`src/rtl/pfd_lock_pkg.sv`:
```
package pfd_lock_pkg;
   typedef enum logic [1:0] {
      ST_IDLE     = 2'd0,
      ST_REF_LEAD = 2'd1,
      ST_FB_LEAD  = 2'd2,
      ST_OVERLAP  = 2'd3
   } pfd_state_e;
endpackage

```
`src/rtl/pfd_phase_core.sv`:
```
module pfd_phase_core
   import pfd_lock_pkg::*;
#(
   parameter int ERR_SAT     = 4,
   parameter int SYNC_STAGES = 0,
   localparam int ERR_W      = $clog2(ERR_SAT + 1)
) (
   input  logic             clk,
   input  logic             rst_n,
   input  logic             clr,
   input  logic             ref_i,
   input  logic             fb_i,
   output logic             up_o,
   output logic             dn_o,
   output logic             done_o,
   output logic [ERR_W-1:0] err_o
);
   logic ref_s, fb_s, ref_q, fb_q, ref_ev, fb_ev;
   pfd_state_e st_q, st_d;
   logic [ERR_W-1:0] cnt_q, cnt_d;

   generate
      if (SYNC_STAGES == 0) begin : g_nosync
         assign ref_s = ref_i;
         assign fb_s  = fb_i;
      end else begin : g_sync
         logic [SYNC_STAGES-1:0] rs_q, fs_q;
         always_ff @(posedge clk or negedge rst_n) begin
            if (!rst_n) begin
               rs_q <= '0;
               fs_q <= '0;
            end else begin
               rs_q <= {rs_q[SYNC_STAGES-1:0], ref_i} >> 0;
               fs_q <= {fs_q[SYNC_STAGES-1:0], fb_i} >> 0;
            end
         end
         assign ref_s = rs_q[SYNC_STAGES-1];
         assign fb_s  = fs_q[SYNC_STAGES-1];
      end
      if (ERR_SAT < 1) begin : g_bad_sat
         $error("ERR_SAT must be at least 1");
      end
   endgenerate

   always_ff @(posedge clk or negedge rst_n) begin
      if (!rst_n) begin
         ref_q <= 1'b0;
         fb_q  <= 1'b0;
      end else begin
         ref_q <= ref_s;
         fb_q  <= fb_s;
      end
   end

   assign ref_ev = ref_s & ~ref_q;
   assign fb_ev  = fb_s & ~fb_q;

   always_comb begin
      st_d   = st_q;
      cnt_d  = cnt_q;
      done_o = 1'b0;
      unique case (st_q)
         ST_REF_LEAD: begin
            if (fb_ev) begin
               st_d   = ST_OVERLAP;
               done_o = 1'b1;
            end else if (cnt_q < ERR_W'(ERR_SAT)) begin
               cnt_d = cnt_q + 1'b1;
            end
         end
         ST_FB_LEAD: begin
            if (ref_ev) begin
               st_d   = ST_OVERLAP;
               done_o = 1'b1;
            end else if (cnt_q < ERR_W'(ERR_SAT)) begin
               cnt_d = cnt_q + 1'b1;
            end
         end
         default: begin
            cnt_d = ERR_W'(1);
            if (ref_ev && fb_ev) begin
               st_d   = ST_OVERLAP;
               done_o = 1'b1;
               cnt_d  = '0;
            end else if (ref_ev) begin
               st_d = ST_REF_LEAD;
            end else if (fb_ev) begin
               st_d = ST_FB_LEAD;
            end else begin
               st_d  = ST_IDLE;
               cnt_d = '0;
            end
         end
      endcase
   end

   always_ff @(posedge clk or negedge rst_n) begin
      if (!rst_n) begin
         st_q  <= ST_IDLE;
         cnt_q <= '0;
      end else if (clr) begin
         st_q  <= ST_IDLE;
         cnt_q <= '0;
      end else begin
         st_q  <= st_d;
         cnt_q <= cnt_d;
      end
   end

   assign up_o  = (st_q == ST_REF_LEAD) || (st_q == ST_OVERLAP);
   assign dn_o  = (st_q == ST_FB_LEAD)  || (st_q == ST_OVERLAP);
   assign err_o = (st_q == ST_IDLE || st_q == ST_OVERLAP) ? '0 : cnt_q;

   // every finished comparison is followed by the overlap cycle
   p_done_overlap_r4: assert property (@(posedge clk) disable iff (!rst_n || clr)
      done_o |=> (up_o && dn_o));
   // a lead request only ends through the overlap cycle
   p_lead_ends_in_overlap_r6: assert property (@(posedge clk) disable iff (!rst_n || clr)
      (up_o && !dn_o) |=> (up_o));
endmodule

```
`src/rtl/pfd_lock_qual.sv`:
```
module pfd_lock_qual #(
   parameter int ERR_W     = 3,
   parameter int LOCK_WIN  = 2,
   parameter int UNLOCK_TH = 4,
   parameter int LOCK_CNT  = 3,
   localparam int GOOD_W   = $clog2(LOCK_CNT + 1)
) (
   input  logic             clk,
   input  logic             rst_n,
   input  logic             clr,
   input  logic             done_i,
   input  logic [ERR_W-1:0] err_i,
   output logic             locked_o
);
   logic [GOOD_W-1:0] good_q;
   logic              is_good, is_bad;

   generate
      if (LOCK_WIN >= UNLOCK_TH) begin : g_bad_win
         $error("LOCK_WIN must be below UNLOCK_TH");
      end
      if (LOCK_CNT < 1) begin : g_bad_cnt
         $error("LOCK_CNT must be at least 1");
      end
   endgenerate

   assign is_good = (int'(err_i) <= LOCK_WIN);
   assign is_bad  = (int'(err_i) >= UNLOCK_TH);

   always_ff @(posedge clk or negedge rst_n) begin
      if (!rst_n) begin
         good_q   <= '0;
         locked_o <= 1'b0;
      end else if (clr) begin
         good_q   <= '0;
         locked_o <= 1'b0;
      end else if (done_i) begin
         if (is_good) begin
            if (int'(good_q) + 1 >= LOCK_CNT) begin
               locked_o <= 1'b1;
               good_q   <= GOOD_W'(LOCK_CNT);
            end else begin
               good_q <= good_q + 1'b1;
            end
         end else begin
            good_q <= '0;
            if (is_bad) locked_o <= 1'b0;
         end
      end
   end

   // a large error never leaves lock asserted
   p_unlock_on_large_r8: assert property (@(posedge clk) disable iff (!rst_n || clr)
      (done_i && is_bad) |=> !locked_o);
   // lock only rises on a finished comparison
   p_lock_needs_done_r7: assert property (@(posedge clk) disable iff (!rst_n || clr)
      $rose(locked_o) |-> $past(done_i));
endmodule

```
`src/rtl/pfd_out_stage.sv`:
```
module pfd_out_stage (
   input  logic pol,
   input  logic mon_sel,
   input  logic pump_en,
   input  logic active,
   input  logic up_i,
   input  logic dn_i,
   input  logic locked_i,
   input  logic ref_i,
   input  logic fb_i,
   output logic up_o,
   output logic dn_o,
   output logic pump_oe,
   output logic pump_lvl,
   output logic lock_o,
   output logic mon_o
);
   logic up_g, dn_g;
   assign up_g     = up_i & active;
   assign dn_g     = dn_i & active;
   assign up_o     = pol ? up_g : dn_g;
   assign dn_o     = pol ? dn_g : up_g;
   assign pump_oe  = pump_en & (up_g ^ dn_g);
   assign pump_lvl = up_o;
   assign lock_o   = locked_i | ~active;
   assign mon_o    = mon_sel ? (pol ? ref_i : fb_i) : lock_o;
endmodule

```
`src/rtl/pfd_lock_top.sv`:
```
module pfd_lock_top #(
   parameter int LOCK_WIN    = 2,
   parameter int UNLOCK_TH   = 4,
   parameter int LOCK_CNT    = 3,
   parameter int SYNC_STAGES = 0,
   localparam int ERR_W      = $clog2(UNLOCK_TH + 1)
) (
   input  logic clk,
   input  logic rst_n,
   input  logic ref_i,
   input  logic fb_i,
   input  logic pol,
   input  logic mon_sel,
   input  logic pump_en,
   input  logic pwr_on,
   output logic up_o,
   output logic dn_o,
   output logic pump_oe,
   output logic pump_lvl,
   output logic lock_o,
   output logic mon_o
);
   logic             up_int, dn_int, done, locked;
   logic [ERR_W-1:0] err;

   pfd_phase_core #(.ERR_SAT(UNLOCK_TH), .SYNC_STAGES(SYNC_STAGES)) u_core (
      .clk(clk), .rst_n(rst_n), .clr(~pwr_on), .ref_i(ref_i), .fb_i(fb_i),
      .up_o(up_int), .dn_o(dn_int), .done_o(done), .err_o(err));

   pfd_lock_qual #(.ERR_W(ERR_W), .LOCK_WIN(LOCK_WIN), .UNLOCK_TH(UNLOCK_TH),
                   .LOCK_CNT(LOCK_CNT)) u_lock (
      .clk(clk), .rst_n(rst_n), .clr(~pwr_on), .done_i(done), .err_i(err),
      .locked_o(locked));

   pfd_out_stage u_out (
      .pol(pol), .mon_sel(mon_sel), .pump_en(pump_en), .active(pwr_on),
      .up_i(up_int), .dn_i(dn_int), .locked_i(locked), .ref_i(ref_i), .fb_i(fb_i),
      .up_o(up_o), .dn_o(dn_o), .pump_oe(pump_oe), .pump_lvl(pump_lvl),
      .lock_o(lock_o), .mon_o(mon_o));

   // power-save silences the pump and requests and reads as locked
   p_psave_quiet_r10: assert property (@(posedge clk) disable iff (!rst_n)
      !pwr_on |-> (lock_o && !pump_oe && !up_o && !dn_o));
   // float control overrides the phase state
   p_float_r9: assert property (@(posedge clk) disable iff (!rst_n)
      !pump_en |-> !pump_oe);
   // the pump never drives while both requests are high
   p_overlap_float_r4: assert property (@(posedge clk) disable iff (!rst_n)
      (up_o && dn_o) |-> !pump_oe);
endmodule

```
`config.mk`:
```
export PLATFORM = sky130hd
export DESIGN_NAME = pfd_lock_top
export DESIGN_NICKNAME = d
export VERILOG_FILES = /design/src/rtl/pfd_lock_pkg.sv /design/src/rtl/pfd_phase_core.sv /design/src/rtl/pfd_lock_qual.sv /design/src/rtl/pfd_out_stage.sv /design/src/rtl/pfd_lock_top.sv
export SDC_FILE = /design/constraint.sdc
export NUM_CORES = 1
export LEC_CHECK = 0
export BUFFER_PORTS_ARGS = -buffer_cell sky130_fd_sc_hd__clkbuf_2
export CAP_MARGIN = 20
export CORE_AREA = 2 2 44 46
export DETAILED_ROUTE_END_ITERATION = 10
export DIE_AREA = 0 0 46 48
export SLEW_MARGIN = 20
export SYNTH_ARGS = -nofsm -noshare
export SYNTH_HDL_FRONTEND = slang
export SYNTH_HIERARCHICAL = 1
export SYNTH_SLANG_ARGS = --single-unit
```
`constraint.sdc`:
```
create_clock -name clk -period 3.76 [get_ports clk]
set_clock_uncertainty 0.2 [all_clocks]
set_input_delay 0.752 -clock clk [delete_from_list [all_inputs] [get_ports clk]]
set_output_delay 0.752 -clock clk [all_outputs]
set_load 0.005 [all_outputs]
```
==> results.md, run 1 <==
- Status: completed
- Final setup margin: just over 1 ns
- Net Count, Synth: 88
- Ports: 14
- First-pass GRT wire length: 2090 microns
- CTS resizes: 0
- Gr usage total: 0.140
- Drt total wl: 1380 microns
- Share of power burned in the clock network: 0.181
- CP peak stage delay: 0.41 ns
- Post-synthesis mux area share: 0.0756
- Period utilization: 0.728
- Final net count: approximately 100
- Row count: 15
- Pwr dens: about 620 mW/mm^2
- Crit path from: u_core/st_q[0]$_DFFE_PN0P_
- Area after DPL: 818 sq um
- Syn Inst Count: 75
- Worst path required time: 2.81 ns
- Clk sinks: 10
- Worst Setup EP: pump_oe
- Placed Instances: 103
- Seq/Total Area, Yosys: 0.336
- Cell Int Power: 0.316 mW
- Post-synth top flop: dfrtp_1
- Worst-Margin Slew: 0.380 ns
- Reg-to-reg endpoint: u_lock/good_q[0]$_DFFE_PN0P_
- Leak: 0.438 nW
- GRT Residual Overflow: 0
- Antenna cells: 0
- Met3 Usage GRT: 0.0453
- Power Total: 0.531 mW
- Initial Util: 0.441
- Vias per cell: 5.41
- Initial DRC Count: 5
- Root Buffer: clkbuf_4
- Reg clk slew, reported paths: 0.07 ns
- XOR/XNOR Fraction of Synth Area: 0.0118
- WS Path Type: reg -> out
- CTS buffer count: 3
- Pre-Repair DR Iteration Count: 4
- Met2 global-route usage: 0.236
- Final core utilization: 0.506
- Critical path cell sequence: inv_1, ha_1, or2_1, xor2_1, and3_1, clkbuf_2
- Post-synth cell types: 35
- Setup repair bufs after CTS: 0
- WL/cell: 12.9 microns
- RSZ-0062 raised after global routing: no
- Hold WS: 0.145 ns
- Remaining DRCs: 0
- Slowest cell on crit path: dfrtp_1
- R2r worst-path depth: 5
- Max VDD drop: 306 uV
- Post-route insts no fill: 107
- Critical Path Source Type: register
- Layout area overhead: 14.8%
- Share of flip-flops with an asynchronous set or reset: 1.00
- Die area: about 0.0022 sq mm
- Simple-gate share of the synthesized area: 0.225
- CP bufs+invs: 2
- Hold crit path type: in -> async
- Final setup viols: 0
- Sw Pwr: approximately 0.22 mW
- Netlist Area Pre-Place: 744 sq um
- Synth Area per Inst: 9.93 sq um
- Worst R2R Start: u_core/st_q[0]$_DFFE_PN0P_
- Post-synth EDFFs: 0
- Initial antenna violation count: 0
- Hold-fix buffers, CTS: 0
- Pin count of the biggest net entering global routing: 12
- Max capacitance violation total: 0
- Core box area: 0.00169 sq mm
- Worst skew pair latency: 0.26 ns
- Sequential power share: 0.300
- Most frequent cells in the layout: 13 x clkbuf_2, 10 x dfrtp_1, 7 x inv_1, 7 x nor2_1, 6 x nor2b_1
- Final Hold Vio Count: 0
- Layout cell share with drive strength beyond 1: 0.300
- Detail Route Antenna Nets: 0
- GR peak layer: met2
- Flop-to-flop setup slack: 1.73 ns
- Crit-path max FO: 6
- Arrival time at the worst endpoint: ~1.8 ns
- Adder-Cell Fraction of Synth Area: 0.0840
- Port bufs: 13
- Sw Ratio: 0.405
- Die width: 46 microns
- CTS tree: yes
- Rel. slew slack: 0.745
- DR vias: roughly 580
- Fin area: 855 sq um
- Vias in the first global route: about 480
- Tmin final: 2.74 ns
- Synth warn: 6
- Delay-heaviest family, CP: simple AND/OR/NAND/NOR gates
- Combinational share of power: 0.519
- WP depth: 6
- Htree depth: 1
- CP endpoint kind: output pin
- Gpl congestion: 0.717
- Longest Clk Path Bufs: 2
- Synth Area in Compound Gates: 0.215
- Yosys reg bits: 10
- Setup WS pre-CTS: 1.21 ns
- Max-slew violations: 0
- Commonest non-fill, non-tap cell in the layout: clkbuf_2
- Final setup TNS: 0 ns
- Met1 global-route usage: 0.160
- Peak Freq: 365 MHz
- Dpl hpwl: about 1100 microns
- Die height: 48 microns
- Largest family of logic cells by synthesized area: simple AND/OR/NAND/NOR gates
==> layer usage <==
metal	part of all wire	routed length, microns	vias to the layer above
met1	0.46	635	271
met2	0.50	692	12
met5	0	0	-
li1	-	-	294
met3	0.032	44	2
met4	0.0072	10	0
==> kinds of logic (layout without fill, tap and decap cells) <==
logic type | after synthesis | in the layout
buffers and inverters | 9 | 24
flip-flops | 10 | 10
adder cells (fa/ha/maj) | 5 | 5
XOR/XNOR | 1 | 1
multiplexers | 5 | 5
AND/OR/NAND/NOR | 28 | 28
AO/OA/AOI/OAI | 17 | 17
==> flip-flops by register name, summed over array words and instances, names as in the netlist <==
name,count
u_lock/good_q,2
u_core/cnt_q,3
u_lock/locked_o,1
u_core/ref_q,1
u_core/st_q,2
u_core/fb_q,1
==> area by class of cell <==
class | count | area [sq um]
fillers | 158 | 835
multi-input cells | 56 | 455
flip-flops and latches | 10 | 250
repair buffers | 13 | 65.1
clock buffers | 4 | 36.3
inverters | 7 | 26.3
well taps | 17 | 21.3
==> power groups by stage <==
stage	sequential (mW)	clock, mW	combinational, mW
after floorplan	0.156	0	0.226
after global placement	0.162	0	0.272
after detailed placement	0.162	0	0.276
after CTS	0.160	0.0995	0.278
after global routing	0.164	0.105	0.308
final	0.159	0.0961	0.275
==> synth_stat cells, types with 2 or more instances <==
cell | number | area (sq um)
dfrtp_1 | 10 | 250
nand3_1 | 2 | 10.0
inv_1 | 7 | 26.3
nor2b_1 | 6 | 37.5
nand2b_1 | 3 | 18.8
mux2i_1 | 3 | 30.0
or2_1 | 3 | 18.8
a21oi_1 | 2 | 10.0
a311oi_1 | 2 | 17.5
a22oi_1 | 2 | 15.0
nor2_1 | 7 | 26.3
ha_1 | 5 | 62.6
==> how the worst min path moves through the flow <==
stage	start	to	slack (ns)	depth (start not counted)
finish	rst_n	u_core/cnt_q[0]$_DFFE_PN0P_	0.14	1
global route	rst_n	u_core/cnt_q[1]$_DFFE_PN0P_	0.15	1
CTS	rst_n	u_core/cnt_q[0]$_DFFE_PN0P_	0.14	1
detailed placement	u_lock/locked_o$_DFFE_PN0P_	u_lock/locked_o$_DFFE_PN0P_	0.33	2
global placement	u_lock/locked_o$_DFFE_PN0P_	u_lock/locked_o$_DFFE_PN0P_	0.32	2
floorplan	rst_n	u_core/cnt_q[0]$_DFFE_PN0P_	0.26	0
No activity file was read; power rests on OpenSTA's default activity.
==> run 2, diff against run 1 <==
--- a/config.mk
+++ b/config.mk
@@ -10,6 +10,7 @@
 export CORE_AREA = 2 2 44 46
 export DETAILED_ROUTE_END_ITERATION = 10
 export DIE_AREA = 0 0 46 48
+export PLACE_DENSITY = 0.67
 export SLEW_MARGIN = 20
 export SYNTH_ARGS = -nofsm -noshare
 export SYNTH_HDL_FRONTEND = slang
==> constraint.sdc (replaced) <==
create_clock -name clk -period 2.4 [get_ports clk]
set_clock_uncertainty 0.2 [all_clocks]
set_input_delay 0.48 -clock clk [delete_from_list [all_inputs] [get_ports clk]]
set_output_delay 0.48 -clock clk [all_outputs]
set_load 0.005 [all_outputs]
==> run 2 against run 1 <==
Wire length rose by 1.4%. Non-clock buffer count is 3 higher. Sequential power up 57%. Count of clock-buffer cells in the layout unchanged. Register-to-register slack got worse by 1.4 ns. Combinational power increased by 71%. Setup slack worse by 0.96 ns. Critical endpoint unchanged.
==> results.md, run 2 (synthesis results as in run 1) <==
- Reg-to-reg endpoint: u_lock/good_q[0]$_DFFE_PN0P_
- Crit-path max FO: 3
- Final setup viols: 0
- Layout cell share with drive strength beyond 1: 0.355
- Crit path from: u_core/st_q[1]$_DFFE_PN0P_
- Commonest non-fill, non-tap cell in the layout: clkbuf_2
- DR vias: 602
- Placed Instances: 104
- Root Buffer: clkbuf_4
- WS Path Type: reg -> out
- Peak Freq: roughly 430 MHz
- Max VDD drop: between 400 and 500 uV
- Pwr dens: 981 mW/mm^2
- CTS tree: yes
- Flop-to-flop setup slack: about 0.31 ns
- Die height: between 40 and 50 microns
- Tmin final: approximately 2.3 ns
- Initial DRC Count: 8
- First-pass GRT wire length: 2210 microns
- Area after DPL: 826 sq um
- Final net count: 107
- Longest Clk Path Bufs: 2
- Row count: 15
- Gpl congestion: 0.738
- CP endpoint kind: output pin
- Fin area: 888 sq um
- R2r worst-path depth: 5
- Die width: 46 microns
- Hold WS: 0.164 ns
- Leak: 0.448 nW
- Max capacitance violation total: 0
- WL/cell: 12.8 microns
- Max-slew violations: 0
- Status: completed
- Arrival time at the worst endpoint: 1.66 ns
- Port bufs: 13
- Reg with most FFs: u_core/cnt_q
- Vias in the first global route: just under 500
- GRT Residual Overflow: 0
- Remaining DRCs: 0
- Die area: 0.00221 sq mm
- Worst path required time: 1.72 ns
- Biggest regs: u_core/cnt_q x3, u_core/st_q x2, u_lock/good_q x2
- Layout area overhead: 19.3%
- Htree depth: 1
- Pin count of the biggest net entering global routing: 12
- Gr usage total: 0.138
- Hold crit path type: in -> reg
- Drt total wl: approximately 1400 microns
- Initial antenna violation count: 0
- Max reg flops: 3
- Most frequent cells in the layout: 13 x clkbuf_2, 9 x dfrtp_1, 7 x inv_1, 7 x nor2_1, 6 x nor2b_1
- Vias per cell: 5.47
- CTS buffer count: 3
- Post-route insts no fill: 110
- Clk sinks: 10
- Rel. slew slack: 0.746
- Worst-Margin Slew: between 0.3 and 0.4 ns
- Worst skew pair latency: 0.27 ns
- Detail Route Antenna Nets: 0
- Core box area: 0.00169 sq mm
- Dpl hpwl: approximately 1100 microns
- Ports: 14
- Worst R2R Start: u_core/st_q[1]$_DFFE_PN0P_
- Pre-Repair DR Iteration Count: 3
- Initial Util: 0.441
- Reg clk slew, reported paths: 0.07 ns
- Period utilization: 0.974
- Critical Path Source Type: register
- Antenna cells: 0
- Final Hold Vio Count: 0
- Worst Setup EP: pump_oe
## run 2: changes by cell type in the layout (fill, tap and decap cells not counted)
cell           delta
buf_4             +2
or2_4             +1
dfrtp_2           +1
dfrtp_1           -1
dlygate4sd3_1     +1
or2_1             -1
ha_2              +2
ha_1              -2
## run 2: final cells by class
class                           count  area, sq um
Inverter                            7         26.3
Multi-Input combinational cell     56          463
Sequential cell                    10          251
Fill cell                         156          801
Timing Repair Buffer               16         90.1
Clock buffer                        4         36.3
Tap cell                           17         21.3
## run 2: layer usage
| layer | wire length, microns | track usage | vias to the layer above |
|---|---|---|---|
| met5 | 0 | 0 | - |
| met3 | 48 | 0.0113 | 2 |
| met1 | 663 | 0.192 | 283 |
| met4 | 19 | 0.0514 | 0 |
| li1 | - | - | 304 |
| met2 | 673 | 0.222 | 13 |
## run 2: what timing repair did
item                                    4_1_cts  5_1_grt
buffers inserted                              0        1
hold buffers                                  1        0
gates resized for setup                       0        4
endpoints found under the setup margin        0        1
endpoints found under the hold margin        10        0
## run 2: how the worst min path moves through the flow
stage / start / to / slack (ns) / cells after the start
after global routing: fb_i / u_core/fb_q$_DFF_PN0_ / 0.16 / 1
after CTS: fb_i / u_core/fb_q$_DFF_PN0_ / 0.15 / 1
final: fb_i / u_core/fb_q$_DFF_PN0_ / 0.16 / 1
after global placement: rst_n / u_lock/good_q[0]$_DFFE_PN0P_ / 0.16 / 1
after detailed placement: rst_n / u_lock/good_q[0]$_DFFE_PN0P_ / 0.16 / 1
after floorplan: rst_n / u_core/cnt_q[0]$_DFFE_PN0P_ / -0.02 / 0
## run 2: critical path, stage by stage (launching register included)
cell and delay (ns):
dfrtp_1 0.40, buf_4 0.15, ha_1 0.18, or2_4 0.24, xor2_1 0.15, and3_1 0.17
clkbuf_2 0.10
## run 2: per-stage QoR
step	setup TNS, ns	setup WS [ns]	power [mW]	util
2_1_floorplan	0	0.388	0.599	-
3_3_place_gp	0	0.343	0.687	0.489
3_5_place_dp	0	0.313	0.696	0.489
4_1_cts	0	0.0153	0.853	0.516
5_1_grt	-0.00581	-0.00581	0.944	0.526
6_report	0	0.0613	0.871	0.526
## run 2: power breakdown
part	leakage (nW)	switching (mW)	total, mW	internal [mW]
Clock	0.0210	0.0598	0.152	0.0922
Sequential	0.127	0.0365	0.250	0.214
Combinational	0.300	0.250	0.469	0.219
